--- config.mk ---
export PLATFORM = sky130hd
export DESIGN_NAME = sync_upd_ctrl
export DESIGN_NICKNAME = d
export VERILOG_FILES = /design/src/rtl/sup_pkg.sv /design/src/rtl/sup_timer.sv /design/src/rtl/sup_duty_seq.sv /design/src/rtl/sup_perdt_bank.sv /design/src/rtl/sup_status.sv /design/src/rtl/sync_upd_ctrl.sv
export SDC_FILE = /design/constraint.sdc
export NUM_CORES = 1
export LEC_CHECK = 0
export BUFFER_PORTS_ARGS = -buffer_cell sky130_fd_sc_hd__buf_2
export CELL_PAD_IN_SITES_DETAIL_PLACEMENT = 0
export CELL_PAD_IN_SITES_GLOBAL_PLACEMENT = 1
export CORE_AREA = 2 2 197 199
export DETAILED_ROUTE_END_ITERATION = 12
export DIE_AREA = 0 0 199 201
export PLACE_DENSITY = 0.62
export RECOVER_POWER = 25
export SLEW_MARGIN = 20
export SYNTH_ARGS = -nofsm -noshare
export SYNTH_HDL_FRONTEND = slang
export SYNTH_SLANG_ARGS = --single-unit
--- constraint.sdc ---
create_clock -name clk -period 12.4 [get_ports clk]
set_input_delay 2.48 -clock clk [delete_from_list [all_inputs] [get_ports clk]]
set_output_delay 2.48 -clock clk [all_outputs]
set_load 0.1 [all_outputs]
--- src/rtl/sup_pkg.sv ---
package sup_pkg;
  localparam int unsigned FLG_WRDY  = 0;
  localparam int unsigned FLG_DONE  = 1;
  localparam int unsigned FLG_EMPTY = 2;
  localparam int unsigned FLG_UNDER = 3;
  localparam int unsigned FLG_N     = 4;
endpackage

--- src/rtl/sup_timer.sv ---
// Update-period down-counter: commits on the (N+1)th period pulse.
module sup_timer #(
  parameter int UPR_W = 4
) (
  input  logic             clk,
  input  logic             rst_n,
  input  logic             period_end,
  input  logic             upr_wr,
  input  logic [UPR_W-1:0] upr_wdata,
  output logic             commit,
  output logic [UPR_W-1:0] upr_act
);
  logic [UPR_W-1:0] cnt_q, cnt_d;
  logic [UPR_W-1:0] sh_q;
  logic [UPR_W-1:0] act_d;
  logic             cnt_en;

  always_comb begin
    commit = period_end && (cnt_q == '0);
    cnt_en = period_end;
    cnt_d  = commit ? sh_q : (cnt_q - 1'b1);
    act_d  = sh_q;
  end

  always_ff @(posedge clk or negedge rst_n) begin
    if (!rst_n) begin
      cnt_q   <= '0;
      sh_q    <= '0;
      upr_act <= '0;
    end else begin
      if (cnt_en) cnt_q   <= cnt_d;
      if (upr_wr) sh_q    <= upr_wdata;
      if (commit) upr_act <= act_d;
    end
  end
endmodule

--- src/rtl/sup_duty_seq.sv ---
// Duty shadow registers with ordered channel pointer.
module sup_duty_seq #(
  parameter int NCH    = 4,
  parameter int DUTY_W = 16,
  parameter int CH_W   = 2
) (
  input  logic                    clk,
  input  logic                    rst_n,
  input  logic [NCH-1:0]          sync_en,
  input  logic                    duty_wr,
  input  logic [DUTY_W-1:0]       duty_wdata,
  input  logic                    commit,
  output logic [NCH*DUTY_W-1:0]   duty_act,
  output logic                    set_short
);
  logic [CH_W-1:0] ptr_q, ptr_d, lo, hi, nxt, tgt;
  logic            started_q, started_d;
  logic            full_q, full_d;
  logic            any_en, wr_ok;

  always_comb begin
    any_en = |sync_en;
    lo     = '0;
    hi     = '0;
    for (int i = NCH-1; i >= 0; i--) if (sync_en[i]) lo = CH_W'(i);
    for (int i = 0; i < NCH; i++)    if (sync_en[i]) hi = CH_W'(i);
    nxt = lo;
    for (int i = NCH-1; i >= 0; i--)
      if (sync_en[i] && (CH_W'(i) > ptr_q)) nxt = CH_W'(i);
    tgt   = started_q ? nxt : lo;
    wr_ok = duty_wr && any_en;
  end

  always_comb begin
    ptr_d     = ptr_q;
    started_d = started_q;
    full_d    = full_q;
    if (commit) begin
      started_d = 1'b0;
      full_d    = 1'b0;
    end else if (wr_ok) begin
      ptr_d = tgt;
      if (tgt == hi) begin
        started_d = 1'b0;
        full_d    = 1'b1;
      end else begin
        started_d = 1'b1;
      end
    end
    set_short = any_en && !full_q;
  end

  always_ff @(posedge clk or negedge rst_n) begin
    if (!rst_n) begin
      ptr_q     <= '0;
      started_q <= 1'b0;
      full_q    <= 1'b0;
    end else begin
      ptr_q     <= ptr_d;
      started_q <= started_d;
      full_q    <= full_d;
    end
  end

  for (genvar g = 0; g < NCH; g++) begin : g_ch
    logic [DUTY_W-1:0] sh_q, act_q;
    logic              we;
    assign we = wr_ok && (tgt == CH_W'(g));
    always_ff @(posedge clk or negedge rst_n) begin
      if (!rst_n) begin
        sh_q  <= '0;
        act_q <= '0;
      end else begin
        if (we)     sh_q  <= duty_wdata;
        if (commit) act_q <= sh_q;
      end
    end
    assign duty_act[g*DUTY_W +: DUTY_W] = act_q;
  end
endmodule

--- src/rtl/sup_perdt_bank.sv ---
// Period and dead-time shadows, committed under a self-clearing unlock bit.
module sup_perdt_bank #(
  parameter int NCH   = 4,
  parameter int PER_W = 16,
  parameter int DT_W  = 8,
  parameter int CH_W  = 2
) (
  input  logic                  clk,
  input  logic                  rst_n,
  input  logic [NCH-1:0]        sync_en,
  input  logic                  period_end,
  input  logic                  cfg_wr,
  input  logic [CH_W-1:0]       cfg_ch,
  input  logic [PER_W-1:0]      cfg_per,
  input  logic [DT_W-1:0]       cfg_dt,
  input  logic                  unlock_set,
  output logic [NCH*PER_W-1:0]  per_act,
  output logic [NCH*DT_W-1:0]   dt_act,
  output logic                  unlock_q,
  output logic                  commit
);
  logic unlock_d;

  always_comb begin
    commit   = period_end && unlock_q;
    unlock_d = unlock_set || (unlock_q && !commit);
  end

  always_ff @(posedge clk or negedge rst_n) begin
    if (!rst_n) unlock_q <= 1'b0;
    else        unlock_q <= unlock_d;
  end

  for (genvar g = 0; g < NCH; g++) begin : g_ch
    logic [PER_W-1:0] per_sh, per_a;
    logic [DT_W-1:0]  dt_sh, dt_a;
    logic             we, ce;
    assign we = cfg_wr && (cfg_ch == CH_W'(g));
    assign ce = commit && sync_en[g];
    always_ff @(posedge clk or negedge rst_n) begin
      if (!rst_n) begin
        per_sh <= '0;
        dt_sh  <= '0;
        per_a  <= '0;
        dt_a   <= '0;
      end else begin
        if (we) begin
          per_sh <= cfg_per;
          dt_sh  <= cfg_dt;
        end
        if (ce) begin
          per_a <= per_sh;
          dt_a  <= dt_sh;
        end
      end
    end
    assign per_act[g*PER_W +: PER_W] = per_a;
    assign dt_act[g*DT_W +: DT_W]    = dt_a;
  end
endmodule

--- src/rtl/sup_status.sv ---
// Sticky status flags and masked interrupt.
module sup_status
  import sup_pkg::*;
(
  input  logic             clk,
  input  logic             rst_n,
  input  logic             duty_commit,
  input  logic             set_short,
  input  logic             dma_end,
  input  logic             dma_idle,
  input  logic             stat_rd,
  input  logic [FLG_N-1:0] irq_mask,
  output logic [FLG_N-1:0] status,
  output logic             irq
);
  logic wrdy_q, wrdy_d, done_q, done_d, under_q, under_d;

  always_comb begin
    wrdy_d  = duty_commit || (wrdy_q && !stat_rd);
    under_d = (duty_commit && set_short) || (under_q && !stat_rd);
    done_d  = dma_end || (done_q && !stat_rd);
    status            = '0;
    status[FLG_WRDY]  = wrdy_q;
    status[FLG_DONE]  = done_q;
    status[FLG_EMPTY] = dma_idle;
    status[FLG_UNDER] = under_q;
    irq = |(status & irq_mask);
  end

  always_ff @(posedge clk or negedge rst_n) begin
    if (!rst_n) begin
      wrdy_q  <= 1'b0;
      done_q  <= 1'b0;
      under_q <= 1'b0;
    end else begin
      wrdy_q  <= wrdy_d;
      done_q  <= done_d;
      under_q <= under_d;
    end
  end
endmodule

--- src/rtl/sync_upd_ctrl.sv ---
module sync_upd_ctrl
  import sup_pkg::*;
#(
  parameter  int NCH    = 4,
  parameter  int DUTY_W = 16,
  parameter  int PER_W  = 16,
  parameter  int DT_W   = 8,
  parameter  int UPR_W  = 4,
  localparam int CH_W   = (NCH > 1) ? $clog2(NCH) : 1
) (
  input  logic                  clk,
  input  logic                  rst_n,
  input  logic [NCH-1:0]        sync_en,
  input  logic                  period_end,
  input  logic                  duty_wr,
  input  logic [DUTY_W-1:0]     duty_wdata,
  input  logic                  upr_wr,
  input  logic [UPR_W-1:0]      upr_wdata,
  input  logic                  cfg_wr,
  input  logic [CH_W-1:0]       cfg_ch,
  input  logic [PER_W-1:0]      cfg_per,
  input  logic [DT_W-1:0]       cfg_dt,
  input  logic                  unlock_set,
  input  logic                  dma_end,
  input  logic                  dma_idle,
  input  logic                  stat_rd,
  input  logic [FLG_N-1:0]      irq_mask,
  output logic [NCH*DUTY_W-1:0] duty_act,
  output logic [NCH*PER_W-1:0]  per_act,
  output logic [NCH*DT_W-1:0]   dt_act,
  output logic [UPR_W-1:0]      upr_act,
  output logic                  unlock_q,
  output logic                  duty_commit,
  output logic                  perdt_commit,
  output logic [FLG_N-1:0]      status,
  output logic                  irq
);
  logic [1:0] rst_sync_q;
  logic       rst_ni;
  logic       set_short;

  always_ff @(posedge clk or negedge rst_n) begin
    if (!rst_n) rst_sync_q <= '0;
    else        rst_sync_q <= {rst_sync_q[0], 1'b1};
  end
  assign rst_ni = rst_sync_q[1];

  sup_timer #(.UPR_W(UPR_W)) u_timer (
    .clk(clk), .rst_n(rst_ni), .period_end(period_end),
    .upr_wr(upr_wr), .upr_wdata(upr_wdata),
    .commit(duty_commit), .upr_act(upr_act)
  );

  sup_duty_seq #(.NCH(NCH), .DUTY_W(DUTY_W), .CH_W(CH_W)) u_duty (
    .clk(clk), .rst_n(rst_ni), .sync_en(sync_en),
    .duty_wr(duty_wr), .duty_wdata(duty_wdata), .commit(duty_commit),
    .duty_act(duty_act), .set_short(set_short)
  );

  sup_perdt_bank #(.NCH(NCH), .PER_W(PER_W), .DT_W(DT_W), .CH_W(CH_W)) u_perdt (
    .clk(clk), .rst_n(rst_ni), .sync_en(sync_en), .period_end(period_end),
    .cfg_wr(cfg_wr), .cfg_ch(cfg_ch), .cfg_per(cfg_per), .cfg_dt(cfg_dt),
    .unlock_set(unlock_set), .per_act(per_act), .dt_act(dt_act),
    .unlock_q(unlock_q), .commit(perdt_commit)
  );

  sup_status u_status (
    .clk(clk), .rst_n(rst_ni), .duty_commit(duty_commit), .set_short(set_short),
    .dma_end(dma_end), .dma_idle(dma_idle), .stat_rd(stat_rd),
    .irq_mask(irq_mask), .status(status), .irq(irq)
  );
endmodule

; Word-level counts from Yosys, hierarchy flattened
; Index checks and enable logic that the tools add are counted.
[op_classes]
n_addsub = 1
n_lt_le_gt_ge = 4
eq_ne = 7
muxes = 19
bitwise = 2
reduce_logical = 41
[op_table]
columns = op, n
row1 = 1-bit logical AND, 25
row2 = 2-bit 2-to-1 mux, 11
row3 = "2-bit == test, second input constant", 4
row4 = 4-bit OR reduction, 2
row5 = 1-bit 2-to-1 mux, 7
row6 = 4-bit bitwise AND, 1
row7 = "2-bit by 1-bit == test with 1-bit output, second input constant", 2
row8 = "1-bit by 2-bit > comparator with 1-bit output, first input constant", 2
row9 = "2-bit > comparator, first input constant", 2
row10 = 2-bit zero test, 2
row11 = 4-bit zero test, 1
row12 = 1-bit logical OR, 4
row13 = 4-bit 2-to-1 mux, 1
row14 = 2-bit AND reduction, 2
row15 = 2-bit nonzero test, 2
row16 = "4-bit by 1-bit subtractor with 4-bit output, second input constant", 1
row17 = 1-bit zero test, 3
row18 = 2-bit == test, 1
row19 = 1-bit NOT, 1
[word_totals]
register_bits = 342
output_inout_bits = 172

; Depth between registers and ports, before layout
; Gate-level depths: netlist (run 1).
[logic_depth]
word_depth = 13
ltp_mapped = 8

; By module
; Synthesis (run 1) repeated with hierarchy kept, for this count alone.
[hier_totals]
cells_unflattened = 799
area_unflattened_um2 = 13245.2
[by_module_without_submodules]
columns = mod, instances, cells_each, area_each_um2, seq_area_each_um2
row1 = sup_perdt_bank, 1, 414, 7213.2, 4829.6
row2 = sup_duty_seq, 1, 324, 5273.8, 3303.2
row3 = sup_timer, 1, 44, 550.5, 300.3
row4 = sup_status, 1, 14, 153.9, 75.1
row5 = sync_upd_ctrl, 1, 3, 53.8, 50.0

; Worst setup path after synthesis (run 1)
; OpenSTA, ideal clock, no wires.
[synth_path]
path_kind = input port to output port
from = input period_end
to = output duty_commit
t_arrival_ns = 3.770
setup_slack_ns = 6.150
cell_stages = 6
path_buffers = 3
path_cell_list = buf_2 nand2b_1 or3b_1 clkbuf_1 inv_2 buf_2
[synth_between]
elab_chain_cells = 1
[synth_lines]
columns = item, line_no
row1 = from (decl), sync_upd_ctrl.sv:14  ; input logic period_end,
row2 = 1-bit logical AND, sup_timer.sv:19  ; commit = period_end && (cnt_q == '0);
row3 = to (decl), sync_upd_ctrl.sv:33  ; output logic duty_commit,
; No other way between the ends.

==> results of run 1 <==
layer usage:
metal,up-vias,global-route usage
met4,6,0.0485
met3,50,0.0583
met5,-,0
met2,174,0.250
li1,3660,-
met1,4062,0.203
final cells by class:
cell class              count  area share
multi-input cells         541       0.265
well taps                 518      0.0403
repair buffers            249      0.0790
diodes                      1    0.000155
clock buffers              58      0.0727
inverters                   6     0.00140
flip-flops and latches    342       0.532
clock inverters            12      0.0101
cell families (layout without fill, tap and decap cells):
| kind of cell | Yosys count | after routing | synth area share |
|---|---|---|---|
| DFF | 342 | 342 | 0.653 |
| muxes | 260 | 260 | 0.228 |
| and+or+nand+nor | 248 | 248 | 0.0778 |
| buffers and inverters | 53 | 325 | 0.0228 |
| AOI/OAI and AO/OA | 30 | 30 | 0.0159 |
| adders and majority gates | 2 | 2 | 0.00191 |
| other | 1 | 2 | 0.000286 |
worst register-to-register path: stages, from the launching register on:
cell and delay [ns]:
dfrtp_1 1.48, clkbuf_1 2.28, clkbuf_2 3.10
flip-flops by register name, summed over array words and instances (netlist names):
register             cells
u_duty.full_q            1
u_perdt.g_ch.per_a      64
u_perdt.g_ch.dt_a       32
u_duty.g_ch.sh_q        64
u_status.under_q         1
u_timer.cnt_q            4
u_timer.upr_act          4
u_status.wrdy_q          1
u_perdt.g_ch.per_sh     64
u_perdt.g_ch.dt_sh      32
u_duty.g_ch.act_q       64
u_duty.started_q         1
u_status.done_q          1
rst_sync_q               2
u_timer.act_d            4
u_duty.ptr_q             2
u_perdt.unlock_q         1
synth_stat cells (all sizes together), types with 3 or more instances:
master / number / area share
dfrtp: 342 / 0.65
mux2: 260 / 0.23
nand2: 217 / 0.062
buf: 42 / 0.020
o21ai: 7 / 0.0030
inv: 6 / 0.0017
clkbuf: 5 / 0.0014
nor2: 5 / 0.0018
nand2b: 4 / 0.0019
nand3: 4 / 0.0015
nand3b: 4 / 0.0026
nor3: 4 / 0.0015
a21o: 3 / 0.0017
a21oi: 3 / 0.0011
o31ai: 3 / 0.0017
worst paths after layout:
| check | start | end | slack (ns) | cells after the start |
|---|---|---|---|---|
| max | rst_sync_q[1] | u_duty.g_ch[1].act_q[10] | 4.45 | 2 |
| min | rst_sync_q[0] | rst_sync_q[1] | 0.35 | 0 |
| max reg2reg | rst_sync_q[1] | u_duty.g_ch[1].act_q[10] | 4.45 | 2 |
| min reg2reg | rst_sync_q[0] | rst_sync_q[1] | 0.35 | 0 |
| max in group clk | period_end | duty_commit | 4.72 | 7 |
| min in group asynchronous | rst_sync_q[1] | u_perdt.g_ch[2].dt_a[6] | 0.71 | 0 |
through the flow:
step | util | std cells | worst slack [ns]
final | 0.422 | 1727 | 4.45
after global placement | 0.388 | 1656 | 4.94
after detailed placement | 0.388 | 1656 | 4.95
after global routing | 0.422 | 1726 | 2.76
after CTS | 0.423 | 1726 | 4.94
after floorplan | - | 936 | 2.16
cell usage in the layout (no fill, tap or decap), types with 3 or more instances in the layout:
master	instances
clkbuf_16	41
o21ai_0	5
a21oi_1	3
dfrtp_1	342
clkbuf_8	8
bufinv_16	4
clkbuf_1	13
buf_2	232
mux2_2	243
nand3_1	3
clkinv_2	7
mux2_4	16
nand2b_1	4
inv_1	5
nor3_1	4
nand3b_1	3
nand2_1	216
a21o_1	3
nor2_1	3
buf_4	12
o31ai_1	3
==> flow_summary_export.csv, run 1 <==
group,metric,value,unit
run_status,status,"complete, but fails checks",
run_status,violations,"max-capacitance violations, max-slew violations",
route,wl_met2,14.1,mm
cts,holdBufCountCts,0,
cts,cts_setup_buffers,0,
timing,slew_viol_final,270,
setup_path,critPathLaunchType,"flop",
finish,multi_input_comb_area,0.00426,sq mm
route,vias,7952,
setup_path,end_kind,"asynchronous set/reset pin",
setup_path,worstPathMaxFanout,165,
global_routing,grt_pass1_wl,48.7,mm
floorplanning,std_cell_rows,72,
route,drcViolationCount,0,
timing,hold_violations,0,
cts,clk_path_buf_depth,3,
timing,worstMarginPinSlew,4.14,ns
placement,placed_area,0.0148,sq mm
job,timing.max_cap.violations,3,
cts,path_clk_slew,0.06,ns
timing,slew_headroom,-1.76,
yosys,synth_flop_cell,"dfrtp_1",
cts,htree_levels,2,
floorplanning,die_area,0.0400,sq mm
timing,tns,0,ns
global_routing,grt_pass1_vias,8383,
route,wl_per_cell,17.9,um
finish,nets,1245,
floorplanning,fp.dieW,199,um
finish,syn_to_final_growth,22.8,%
route,drtIter0Drc,239,
yosys,syn_avg_cell_area,14.0,sq um
finish,final_cell_area,0.0161,sq mm
yosys,synth_nets,1002,
cts,cts_tree,"done",
placement,gp_congestion,0.710,
route,first_pass_iters,4,
global_routing,antenna_found_initial,4,
cts,root_buffer,"clkbuf_16",
yosys,async_flop_share,1.00,
route,vias_per_cell,4.60,
setup_path,crit_buf_inv,2,
yosys,netlist_instances,936,
setup_path,crit_path_top_delay_cell,"clkbuf_2",
placement,portBuffers,235,
route,dr.max_layer_used,"met5",
setup_path,critPathMaxStageDelay,3.09,ns
cts,post_cts_resized,0,
yosys,syn-cell-area,0.0131,sq mm
timing,min_period_over_period,0.641,
timing,period_needed,7.95,ns
yosys,ys_types,46,
floorplanning,die_h,201,um
setup_path,crit_arrival,7.62,ns
yosys,ys_ff_latch,342,
finish,register_area,0.00856,sq mm
floorplanning,io_pins,236,
floorplanning,core_region_area,0.0381,sq mm
timing,finalClockSkew,0.0120,ns
yosys,seq_area_frac_synth,0.653,
route,drt-met1-wl,13.7,mm
cts,clock_sinks,342,
cts,clk_latency,0.54,ns
global_routing,gr-total-overflow,0,
global_routing,grt_use_total,0.158,
finish,fillers,3683,
route,routed_wl,30.8,mm
placement,hpwl,19.3,mm
route,wl_met3,2.39,mm
yosys,synth_edf_count,0,
timing,holdWs,0.347,ns
timing,fmax,126,MHz
setup_path,crit_type,"reg -> async",
setup_path,path_cells,"clkbuf_1 > clkbuf_2",
setup_path,cp_data_required_time,12.08,ns
floorplanning,start_util,0.344,
timing,setup_viol,0,
route,ant_nets,0,
yosys,ys_warn_count,0,
finish,drive_above_1_share,0.476,
timing,rsz0062_at_grt,"false",
cts,cts_buffers,39,
global_routing,grt_max_degree,166,
setup_path,crit_family,"buffers and inverters",
worst_hold_path,holdCritPathClass,"reg -> reg",
Power of run 1 is left out: the tool's default activity adds up to more than one toggle a clock period on the data nets, which glitch-free logic cannot reach.
==> run 2, diff against run 1 <==
- clock period: 12.4 -> 7.4 ns (I/O delays scaled with it)
==> flow_summary_export.csv, run 2 (synthesis gave the netlist of run 1 again) <==
group,metric,value,unit
floorplanning,std_cell_rows,72,
setup_path,reg2regPathDepth,1,
timing,hold_violations,0,
timing,min_period_over_period,0.647,
worst_hold_path,hold_end,"rst_sync_q[1]",
timing,slew_viol_final,226,
floorplanning,core_region_area,0.0381,sq mm
setup_path,rr_startpoint,"rst_sync_q[1]",
route,routed_wl,31.2,mm
route,ant_nets,0,
timing,period_needed,4.79,ns
setup_path,ff2ff_setup_slack,2.67,ns
run_status,status,"complete, but fails checks",
finish,fin_cells,1729,
floorplanning,io_pins,236,
floorplanning,die_area,0.0400,sq mm
setup_path,worstPathMaxFanout,76,
floorplanning,fp.dieW,199,um
cts,post_cts_resized,0,
setup_path,critPathLaunchType,"input port",
timing,fmax,209,MHz
placement,dpl.cell_count,1657,
global_routing,antenna_found_initial,4,
cts,root_buffer,"clkbuf_16",
route,drtIter0Drc,250,
finish,mostFrequentLayoutCells,"342 x dfrtp_1, 243 x mux2_2, 232 x buf_2",
cts,path_clk_slew,0.05,ns
setup_path,r2r_end,"u_duty.g_ch[3].act_q[9]",
placement,dp_slack,2.79,ns
global_routing,grt_max_degree,131,
cts,htree_levels,2,
placement,hpwl,19.5,mm
run_status,violations,"max-capacitance violations, max-slew violations",
cts,cts_tree,"done",
cts,clk_latency,0.54,ns
cts,clk_path_buf_depth,3,
worst_hold_path,holdCritPathClass,"reg -> reg",
timing,slew_headroom,-1.18,
setup_path,crit_family,"simple AND/OR/NAND/NOR gates",
cts,clock_sinks,342,
route,drcViolationCount,0,
setup_path,crit_buf_inv,3,
setup_path,end_kind,"output pin",
finish,drive_above_1_share,0.474,
finish,multi_input_comb_area,0.00425,sq mm
finish,utilization,0.422,
floorplanning,start_util,0.344,
route,first_pass_iters,4,
finish,nets,1247,
cts,cts_setup_buffers,0,
placement,portBuffers,235,
finish,register_area,0.00856,sq mm
finish,syn_to_final_growth,22.7,%
timing,timing.final.ws_setup,2.61,ns
worst_hold_path,hold_path.startpoint,"rst_sync_q[0]",
global_routing,grt_use_total,0.160,
finish,fillers,3683,
setup_path,path_cells,"clkbuf_1 > nand2b_1 > or3b_4 > inv_2 > buf_2",
timing,setup_viol,0,
setup_path,crit_arrival,3.31,ns
timing,tns,0,ns
global_routing,grt_pass1_wl,49.0,mm
global_routing,gr-total-overflow,0,
placement,gp_congestion,0.727,
cts,holdBufCountCts,0,
setup_path,cp_data_required_time,5.92,ns
setup_path,crit_path_top_delay_cell,"or3b_4",
worst_hold_path,whs_path_depth,0,
timing,rsz0062_at_grt,"false",
cts,cts_buffers,40,
job,timing.max_cap.violations,3,
route,vias,7936,
setup_path,critPathMaxStageDelay,0.73,ns
timing,finalClockSkew,0.0111,ns
floorplanning,die_h,201,um
route,vias_per_cell,4.59,
route,wl_per_cell,18.1,um
finish,final_common_cell,"dfrtp_1",
setup_path,crit_type,"in -> out",
global_routing,grt_pass1_vias,8313,
timing,worstMarginPinSlew,3.27,ns
## run 2: final cells by class
| cell class | instances | share of cell area |
|---|---|---|
| antenna | 2 | 0.000311 |
| clock buffer | 63 | 0.0758 |
| clock inverter | 7 | 0.00568 |
| inverter | 6 | 0.00140 |
| multi-input combinational | 541 | 0.265 |
| sequential | 342 | 0.532 |
| tap | 518 | 0.0403 |
| timing repair buffer | 250 | 0.0795 |
## run 2: worst max path at each step
stage	start	to	cells after the start
floorplan	rst_sync_q[1]	u_duty.full_q	0
global placement	period_end	duty_commit	5
detailed placement	period_end	duty_commit	5
CTS	period_end	duty_commit	5
global route	rst_sync_q[1]	u_duty.g_ch[2].sh_q[9]	1
finish	period_end	duty_commit	5
## run 2: stage by stage
step	instance area (sq um)	hold slack, ns
2_1_floorplan	13100	0.331
3_3_place_gp	14800	0.338
3_5_place_dp	14800	0.337
4_1_cts	16100	0.349
5_1_grt	16100	0.368
6_report	16100	0.348
## run 2: metal layers
layer / global-route usage / part of all wire / vias to the layer above
met4: 0.0496 / 0.020 / 4
met2: 0.247 / 0.45 / 186
met5: 0 / 0.00080 / -
met3: 0.0576 / 0.078 / 48
met1: 0.211 / 0.45 / 4041
li1: - / - / 3657
Power of run 2 is left out for the same reason.
